`src/rtl/scp_pkg.sv`:
```
package scp_pkg;

  localparam int SP_BYTE_W = 8;

  typedef enum logic {
    PH_CMD  = 1'b0,
    PH_DATA = 1'b1
  } scp_phase_e;

  // Shift one serial bit into a byte; the order flag picks the end it enters.
  function automatic logic [SP_BYTE_W-1:0] sp_shift_in(input logic [SP_BYTE_W-1:0] sr,
                                                      input logic b, input logic lsb);
    return lsb ? {b, sr[SP_BYTE_W-1:1]} : {sr[SP_BYTE_W-2:0], b};
  endfunction

  // Advance a byte being sent: the bit on the output end is discarded.
  function automatic logic [SP_BYTE_W-1:0] sp_shift_out(input logic [SP_BYTE_W-1:0] sr,
                                                       input logic lsb);
    return lsb ? {1'b0, sr[SP_BYTE_W-1:1]} : {sr[SP_BYTE_W-2:0], 1'b0};
  endfunction

  // Bit currently on the wire for a byte being sent.
  function automatic logic sp_out_bit(input logic [SP_BYTE_W-1:0] sr, input logic lsb);
    return lsb ? sr[0] : sr[SP_BYTE_W-1];
  endfunction

endpackage

```
`src/rtl/scp_sync_edge.sv`:
```
module scp_sync_edge #(
  parameter int STAGES = 1
) (
  input  logic clk,
  input  logic rst_n,
  input  logic sclk_i,
  input  logic csb_i,
  input  logic sdi_i,
  output logic sclk_rise,
  output logic csb_q,
  output logic sdi_q
);
  // each stage holds {sclk, csb, sdi}
  logic [STAGES-1:0][2:0] stg;
  logic                   sclk_d;

  always_ff @(posedge clk or negedge rst_n) begin
    if (!rst_n) begin
      for (int i = 0; i < STAGES; i++) stg[i] <= 3'b010;
      sclk_d <= 1'b0;
    end else begin
      stg[0] <= {sclk_i, csb_i, sdi_i};
      for (int i = 1; i < STAGES; i++) stg[i] <= stg[i-1];
      sclk_d <= stg[STAGES-1][2];
    end
  end

  assign sclk_rise = stg[STAGES-1][2] & ~sclk_d;
  assign csb_q     = stg[STAGES-1][1];
  assign sdi_q     = stg[STAGES-1][0];

  // a detected rising edge can never repeat on the next cycle
  rise_gap_chk: assert property (@(posedge clk) disable iff (!rst_n)
    sclk_rise |=> !sclk_rise);
endmodule

```
`src/rtl/scp_addr_gen.sv`:
```
module scp_addr_gen #(
  parameter int ADDR_W = 13
) (
  input  logic              clk,
  input  logic              rst_n,
  input  logic              load,
  input  logic [ADDR_W-1:0] load_addr,
  input  logic              step,
  input  logic              dir_up,
  output logic [ADDR_W-1:0] addr
);
  function automatic logic [ADDR_W-1:0] next_addr(input logic [ADDR_W-1:0] a, input logic up);
    return up ? a + 1'b1 : a - 1'b1;
  endfunction

  always_ff @(posedge clk or negedge rst_n) begin
    if (!rst_n)    addr <= '0;
    else if (load) addr <= load_addr;
    else if (step) addr <= next_addr(addr, dir_up);
  end


  addr_hold_chk: assert property (@(posedge clk) disable iff (!rst_n)
    !(load || step) |=> $stable(addr));
endmodule

```
`src/rtl/scp_regport.sv`:
```
module scp_regport #(
  parameter int ADDR_W      = 13,
  parameter int CNT_W       = 2,
  parameter int SYNC_STAGES = 1,
  parameter int MODE_ADDR   = 0,
  parameter int LSB_BIT     = 6,
  parameter int BIDIR_BIT   = 7
) (
  input  logic              clk,
  input  logic              rst_n,
  input  logic              sclk,
  input  logic              csb,
  input  logic              sdio_in,
  output logic              sdio_out,
  output logic              sdio_oe,
  output logic              sdo,
  output logic              sdo_oe,
  output logic              buf_wr_en,
  output logic [ADDR_W-1:0] buf_wr_addr,
  output logic [7:0]        buf_wr_data,
  output logic [ADDR_W-1:0] buf_rd_addr,
  input  logic [7:0]        buf_rd_data
);
  import scp_pkg::*;

  localparam int              CMD_W    = 1 + CNT_W + ADDR_W;
  localparam int              BC_W     = $clog2(CMD_W);
  localparam logic [BC_W-1:0] CMD_LAST = BC_W'(CMD_W - 1);
  localparam logic [BC_W-1:0] BIT_LAST = BC_W'(SP_BYTE_W - 1);

  function automatic logic [CMD_W-1:0] cmd_shift(input logic [CMD_W-1:0] sr,
                                                 input logic b, input logic lsb);
    return lsb ? {b, sr[CMD_W-1:1]} : {sr[CMD_W-2:0], b};
  endfunction

  // synchronized pins and edge events
  logic sclk_rise, csb_q, sdi_q;

  scp_sync_edge #(.STAGES(SYNC_STAGES)) u_sync (
    .clk(clk), .rst_n(rst_n), .sclk_i(sclk), .csb_i(csb), .sdi_i(sdio_in),
    .sclk_rise(sclk_rise), .csb_q(csb_q), .sdi_q(sdi_q)
  );

  scp_phase_e            phase;
  logic [BC_W-1:0]       bit_cnt;
  logic [CNT_W-1:0]      byte_idx, cnt_q;
  logic                  rd_q, fetch_q, drv_en_q, lsb_q, bidir_q;
  logic [CMD_W-1:0]      cmd_sr;
  logic [SP_BYTE_W-1:0]  in_sr, out_sr;
  logic [ADDR_W-1:0]     addr_q;

  // named internal events
  logic [CMD_W-1:0]      cmd_nxt;
  logic [SP_BYTE_W-1:0]  in_nxt;
  logic                  cmd_done, byte_done, last_byte, rd_shift, mode_hit;
  logic                  cmd_rd;
  logic [CNT_W-1:0]      cmd_cnt;
  logic [ADDR_W-1:0]     cmd_addr;

  assign cmd_nxt   = cmd_shift(cmd_sr, sdi_q, lsb_q);
  assign in_nxt    = sp_shift_in(in_sr, sdi_q, lsb_q);
  assign cmd_rd    = cmd_nxt[CMD_W-1];
  assign cmd_cnt   = cmd_nxt[CMD_W-2 -: CNT_W];
  assign cmd_addr  = cmd_nxt[ADDR_W-1:0];
  assign cmd_done  = !csb_q && sclk_rise && (phase == PH_CMD) && (bit_cnt == CMD_LAST);
  assign byte_done = !csb_q && sclk_rise && (phase == PH_DATA) && (bit_cnt == BIT_LAST);
  assign rd_shift  = !csb_q && sclk_rise && (phase == PH_DATA) && rd_q && (bit_cnt != BIT_LAST);
  assign last_byte = (byte_idx == cnt_q);
  assign mode_hit  = (addr_q == ADDR_W'(MODE_ADDR));

  scp_addr_gen #(.ADDR_W(ADDR_W)) u_addr (
    .clk(clk), .rst_n(rst_n), .load(cmd_done), .load_addr(cmd_addr),
    .step(byte_done), .dir_up(lsb_q), .addr(addr_q)
  );

  always_ff @(posedge clk or negedge rst_n) begin
    if (!rst_n) begin
      phase       <= PH_CMD;
      bit_cnt     <= '0;
      byte_idx    <= '0;
      cnt_q       <= '0;
      rd_q        <= 1'b0;
      fetch_q     <= 1'b0;
      drv_en_q    <= 1'b0;
      lsb_q       <= 1'b0;
      bidir_q     <= 1'b0;
      cmd_sr      <= '0;
      in_sr       <= '0;
      out_sr      <= '0;
      buf_wr_en   <= 1'b0;
      buf_wr_addr <= '0;
      buf_wr_data <= '0;
    end else if (csb_q) begin
      phase     <= PH_CMD;
      bit_cnt   <= '0;
      byte_idx  <= '0;
      fetch_q   <= 1'b0;
      drv_en_q  <= 1'b0;
      buf_wr_en <= 1'b0;
    end else begin
      buf_wr_en <= 1'b0;
      fetch_q   <= 1'b0;
      if (fetch_q) out_sr <= buf_rd_data;
      if (sclk_rise) begin
        if (phase == PH_CMD) begin
          cmd_sr <= cmd_nxt;
          if (cmd_done) begin
            phase    <= PH_DATA;
            bit_cnt  <= '0;
            byte_idx <= '0;
            cnt_q    <= cmd_cnt;
            rd_q     <= cmd_rd;
            fetch_q  <= cmd_rd;
            drv_en_q <= cmd_rd;
          end else begin
            bit_cnt <= bit_cnt + 1'b1;
          end
        end else begin
          in_sr <= in_nxt;
          if (byte_done) begin
            bit_cnt <= '0;
            if (!rd_q) begin
              buf_wr_en   <= 1'b1;
              buf_wr_addr <= addr_q;
              buf_wr_data <= in_nxt;
              if (mode_hit) begin
                lsb_q   <= in_nxt[LSB_BIT];
                bidir_q <= in_nxt[BIDIR_BIT];
              end
            end
            if (last_byte) begin
              phase    <= PH_CMD;
              drv_en_q <= 1'b0;
            end else begin
              byte_idx <= byte_idx + 1'b1;
              fetch_q  <= rd_q;
            end
          end else begin
            bit_cnt <= bit_cnt + 1'b1;
            if (rd_q) out_sr <= sp_shift_out(out_sr, lsb_q);
          end
        end
      end
    end
  end

  assign buf_rd_addr = addr_q;
  assign sdo         = sp_out_bit(out_sr, lsb_q);
  assign sdio_out    = sdo;
  assign sdo_oe      = drv_en_q & ~bidir_q;
  assign sdio_oe     = drv_en_q & bidir_q;


  csb_abort_chk: assert property (@(posedge clk) disable iff (!rst_n)
    csb_q |=> (phase == PH_CMD) && !sdo_oe && !sdio_oe);


  wr_pulse_chk: assert property (@(posedge clk) disable iff (!rst_n)
    buf_wr_en |=> !buf_wr_en);


  byte_bound_chk: assert property (@(posedge clk) disable iff (!rst_n)
    (phase == PH_DATA) |-> (byte_idx <= cnt_q));


  rd_stable_chk: assert property (@(posedge clk) disable iff (!rst_n)
    !(rd_shift || fetch_q) |=> $stable(out_sr));


  oe_excl_chk: assert property (@(posedge clk) disable iff (!rst_n)
    !(sdo_oe && sdio_oe));
endmodule

```
`config.mk`:
```
export PLATFORM = sky130hd
export DESIGN_NAME = scp_regport
export DESIGN_NICKNAME = d
export VERILOG_FILES = /design/src/rtl/scp_pkg.sv /design/src/rtl/scp_sync_edge.sv /design/src/rtl/scp_addr_gen.sv /design/src/rtl/scp_regport.sv
export SDC_FILE = /design/constraint.sdc
export NUM_CORES = 1
export LEC_CHECK = 0
export ABC_CLOCK_PERIOD_IN_PS = 2300
export CAP_MARGIN = 20
export CORE_MARGIN = 2
export CORE_UTILIZATION = 45
export CTS_BUF_LIST = sky130_fd_sc_hd__clkbuf_2
export CTS_CLUSTER_DIAMETER = 30
export DETAILED_ROUTE_END_ITERATION = 12
export DONT_BUFFER_PORTS = 1
export SETUP_SLACK_MARGIN = 0.1
export SYNTH_ARGS = -nofsm -noshare
export SYNTH_HDL_FRONTEND = slang
export SYNTH_SLANG_ARGS = --single-unit
```
`constraint.sdc`:
```
create_clock -name clk -period 2.3 [get_ports clk]
set_input_delay 0.115 -clock clk [delete_from_list [all_inputs] [get_ports clk]]
set_output_delay 0.115 -clock clk [all_outputs]
set_load 0.01 [all_outputs]
```
# == After elaboration in Yosys (flattened, before gate mapping) ==
# Cells that the tools add are included.
# totals
inputBits,13
word_cells,99
n_memories,0
mem_bits_ro,0
output_inout_bits,39
ff_bits,85
ramBits,0
latch_bits,0
# classes
n_eq_ne,6
n_bitwise,8
n_shift,0
mul,0
n_mux,46
n_reduce_logical,17
order_cmp,0
addsub,4
div_mod_pow,0
# op_table
cell,n
8-bit 2-to-1 mux,7
13-bit 2-to-1 mux,3
1-bit 2-to-1 mux,24
4-bit 2-to-1 mux,5
16-bit 2-to-1 mux,1
13-bit by 1-bit adder with 13-bit output (second input constant),1
13-bit zero test,1
13-bit by 1-bit subtractor with 13-bit output (second input constant),1
2-bit 2-to-1 mux,6
4-bit AND reduction,3
3-bit by 1-bit inequality test with 1-bit output (second input constant),2
3-bit AND reduction,2
6-bit AND reduction,1
1-bit logical AND,5
1-bit inverter,5
5-bit AND reduction,1
4-bit by 1-bit adder with 4-bit output (second input constant),1
4-bit by 3-bit equality test with 1-bit output (second input constant),1
4-bit equality test (second input constant),1
2-bit nonzero test,2
1-bit bitwise AND,3
3-bit by 2-bit inequality test with 1-bit output (second input constant),1
3-bit nonzero test,1
2-bit by 1-bit adder with 2-bit output (second input constant),1
other kinds (2),2

# == Logic depth before layout (Yosys ltp) ==
# logic_depth
depth_word,9
depth_mapped,11
ltp_nobuf,8

# == Cells and area by module ==
# Synthesis repeated with hierarchy kept, for this count alone.
# unflattened
cells_unflattened,388
hier_area_um2,4374.2
# modules_own_cells
module,seq_area_each_um2,n_inst,area_each_um2,cells_each
scp_regport,1701.6,1,3151.8,270
scp_addr_gen,325.3,1,1107.3,113
scp_sync_edge,101.3,1,115.1,5

# == Worst setup path before layout ==
# Ideal clock, no wire load.
# synth_path
path_type,register -> register
startpoint,register lsb_q
endpoint,register u_addr.addr[10]
period_less_slack_ps,2507
arrival_ps,2363
setup_ps,144
required_time_ps,2156
path_stages_with_launch,11
slack_ps,-207
path_buffers,2
path_cell_list,dfrtp_1 buf_2 buf_2 inv_1 fa_1 a21o_1 and2_4 o311ai_4 o31ai_2 xnor2_1 o221ai_1
# synth_via
elab_chain_len,3
word_cells_on_any_way,4
classes_between,mux: 4
# synth_lines
element,line_no,text
"start, declared",scp_regport.sv:47,"logic rd_q, fetch_q, drv_en_q, lsb_q, bidir_q;"
"start signal, assigned",scp_regport.sv:127,lsb_q <= in_nxt[LSB_BIT];
13-bit 2-to-1 mux,scp_addr_gen.sv:13,return up ? a + 1'b1 : a - 1'b1;
13-bit 2-to-1 mux,scp_addr_gen.sv:19,"else if (step) addr <= next_addr(addr, dir_up);"
13-bit 2-to-1 mux *,scp_addr_gen.sv:18,else if (load) addr <= load_addr;
"end signal, assigned",scp_addr_gen.sv:18,
"end signal, assigned",scp_addr_gen.sv:19,
"end, declared",scp_addr_gen.sv:10,output logic [ADDR_W-1:0] addr
# Every way passes the cells marked *; elsewhere a longest branch is shown, timed or not. The select of a mux whose other input is x is not followed.
# A chain may end at the register's enable or synchronous reset.

# == Final worst setup path ==
# Same ends and word-level chain as after synthesis.

==> flow_summary.ini <==
[run_status]
status = completed

[yosys]
synth_enable_flop_cells = 0
syn-cell-area_mm2 = 0.00443
yosysWarnings = 0
synth_area_leaders = dfrtp_1 (47%), a21oi_1 (5.4%), mux2i_1 (4.5%)
synthTopCellsByCount = dfrtp_1 (84), a21oi_1 (48), nor2_1 (41), nand2_1 (33), mux2i_1 (20)
syn-instance-count = 420
ys_seq_area_share_pct = 48.1
ys_ff_latch = 85
yosysMostFrequentCell = dfrtp_1
synthFlopType = dfrtp_1
syn_nets = 446
synth.avg_cell_area_um2 = 10.5
synth.distinct_cells = 63
synth_area_leader_cell = dfrtp_1
synth_top_cell_area_share_pct = 47.5
synthArstFlopShare_pct = 100

[route]
drc = 0
avgViaCountPerCell = 5.54
drt_iter0_drc = 228
antenna_left = 0
num_vias = 3250
routed_wirelength_um = 10100
detail_route.wl_per_cell_um = 17.2
dr.pass1.iters = 4

[critical_path]
critical_path.max_stage_delay_ns = 0.44
path_class = flop to flop
path_cells = clkinvlp_4 > buf_12 > fa_2 > a21o_1 > and2_4 > o311ai_4 > o31ai_2 > xnor2_1 > o221ai_1
cp-end-kind = flop
critPathMaxFanout = 12
worst_path_max_delay_cell = dfrtp_2
arrival_ns = 2.67
crit_buf_inv = 2
critical_path.top_delay_family = compound AO/OA/AOI/OAI gates
endpoint = u_addr.addr[10]$_DFFE_PN0P_
r2r_slack_ns = 0.13
r2r-start = lsb_q$_DFFE_PN0P_
startpoint_type = flop
required_ns = 2.81
crit_path_start = lsb_q$_DFFE_PN0P_
reg2reg_depth = 9
worstSetupPathDepth = 9
r2r_end = u_addr.addr[10]$_DFFE_PN0P_

[global_route]
grt_max_degree = 86
antenna_found_initial = 0
grt_pass1_vias = 3058
use_met2_pct = 29.7
grt_util_met3_pct = 5.31
grt.overflow.total = 0
grt_use_met1_pct = 29.8
grt_pass1_wl_um = 16400
busiest_layer = met1
grt_usage_pct = 20.3

[power]
p_leak_nw = 2.17
max-vdd-ir-drop_uv = 283
finalPower_mw = 2.56
powerDensity_mw_per_mm2 = 513

[clock_network]
cts_tree = done
htreeDepth = 3
clkSinkCount = 85
cts.clk_slew.worst_paths_ns = 0.25
cts_inserted_buffers = 9
cts.path.max_buffers = 2
cts-root-buf = clkbuf_2
clock_latency_ns = 0.59

[timing]
worst_slew_pin_slew_ns = 0.521
tns_ns = 0
fin_crit_sh_pct = 94.2
hold_viol = 0
maxSlewViolCount = 0
max_slew_margin_pct = 65.3
maxClockFrequency_ghz = 0.462
period_needed_ns = 2.17
clock_skew_ns = 0.0346
setup_viol = 0
rsz0062_at_grt = true

[final_layout]
nFillCells = 885
final_util_pct = 51.7
fin_nets = 475
drive_gt1_share_pct = 18.7
area_growth_pct = 12.5
final_cells = 587
antenna_cells = 0

[floorplan]
num_rows = 36
die_w_um = 103
die_h_um = 103
initial_core_util_pct = 45.9
core_area_mm2 = 0.00964
dieArea_mm2 = 0.0106
ioPinCount = 52

[placed_design]
port-buffer-count = 0
dp_hpwl_um = 6850
dp_cells = 554
place_congestion = 0.865

[min_path]
hold_class = primary input to flop

[flow_run]
maxCapViolations = 0
-- timing repair --
action                                 CTS  global route
resized for setup                        0             8
hold buffers                            13             0
setup buffers                            1             3
endpoints found under the hold margin   96             0
pin swaps                                0            10
setup endpoints to repair                7            16
-- metrics by stage --
| stage | cell area, um2 | hold WS (ns) | setup WS, ns |
|---|---|---|---|
| finish | 4980 | 0.0520 | 0.134 |
| global route | 4980 | 0.000752 | 0.0289 |
| CTS | 4920 | 0.0203 | 0.122 |
| detailed placement | 4660 | -0.176 | -0.0235 |
| global placement | 4660 | -0.176 | 0.0295 |
| floorplan | 4460 | -0.181 | -0.0477 |
-- placed cells by master (no fill, tap or decap), types with 8 or more instances in the layout --
master,synthesis,final
a21oi_1,48,47
a22oi_1,10,10
buf_4,5,27
clkbuf_2,0,9
dfrtp_1,84,83
dlygate4sd3_1,0,12
ha_1,12,10
mux2_1,13,13
mux2_2,10,10
mux2i_1,20,20
nand2_1,33,33
nor2_1,41,41
o21ai_0,9,8
o21ai_1,12,13
xnor2_1,8,8
-- cells by family (layout without fill, tap and decap cells) --
family / count (synthesis) / count (layout) / share of synthesized area [%]
and+or+nand+nor: 121 / 121 / 13.9
xor gates and xnor gates: 15 / 15 / 3.14
DFF: 85 / 85 / 48.1
adders and majority gates: 13 / 13 / 3.84
AOI/OAI and AO/OA: 116 / 116 / 17.3
muxes: 43 / 43 / 10.4
buffers and inverters: 27 / 61 / 3.31
-- routing by layer --
layer	vias up	part of all wire (%)	routed length, um
li1	1577	-	-
met1	1598	49	4900
met2	62	46	4610
met3	13	4.6	465
met4	0	1.2	121
met5	-	0	0
-- report_power, final --
| part | switching [mW] | internal (mW) |
|---|---|---|
| logic | 0.133 | 0.0923 |
| clock network | 0.546 | 0.141 |
| registers | 0.0679 | 1.58 |
| total | 0.747 | 1.81 |
-- worst min path at each step --
stage | depth (start not counted) | from | slack [ns] | to
5_1_grt | 1 | csb | 0.0008 | u_sync.stg[1]$_DFF_PN1_
6_report | 1 | csb | 0.05 | u_sync.stg[1]$_DFF_PN1_
3_5_place_dp | 0 | rst_n | -0.18 | cmd_sr[4]$_DFFE_PN0P_
3_3_place_gp | 0 | rst_n | -0.18 | buf_wr_addr[1]$_DFFE_PN0P_
2_1_floorplan | 0 | rst_n | -0.18 | bidir_q$_DFFE_PN0P_
4_1_cts | 1 | csb | 0.02 | u_sync.stg[1]$_DFF_PN1_
-- state kept, by name, indices dropped and copies added (netlist names), 2 cells and up --
name	count
cmd_sr	16
buf_wr_addr	13
u_addr.addr	13
buf_wr_data	8
in_sr	8
out_sr	8
bit_cnt	4
u_sync.stg	3
byte_idx	2
cnt_q	2
-- area by class of cell --
type	instances	area (um2)	share of cell area [%]
sequential	85	2130	42.7
timing repair buffer	41	370	7.43
clock buffer	9	45.0	0.904
multi-input combinational	308	2200	44.2
clock inverter	7	47.5	0.954
tap	133	166	3.34
inverter	4	18.8	0.377
No activity file was read; power rests on OpenSTA's default activity.
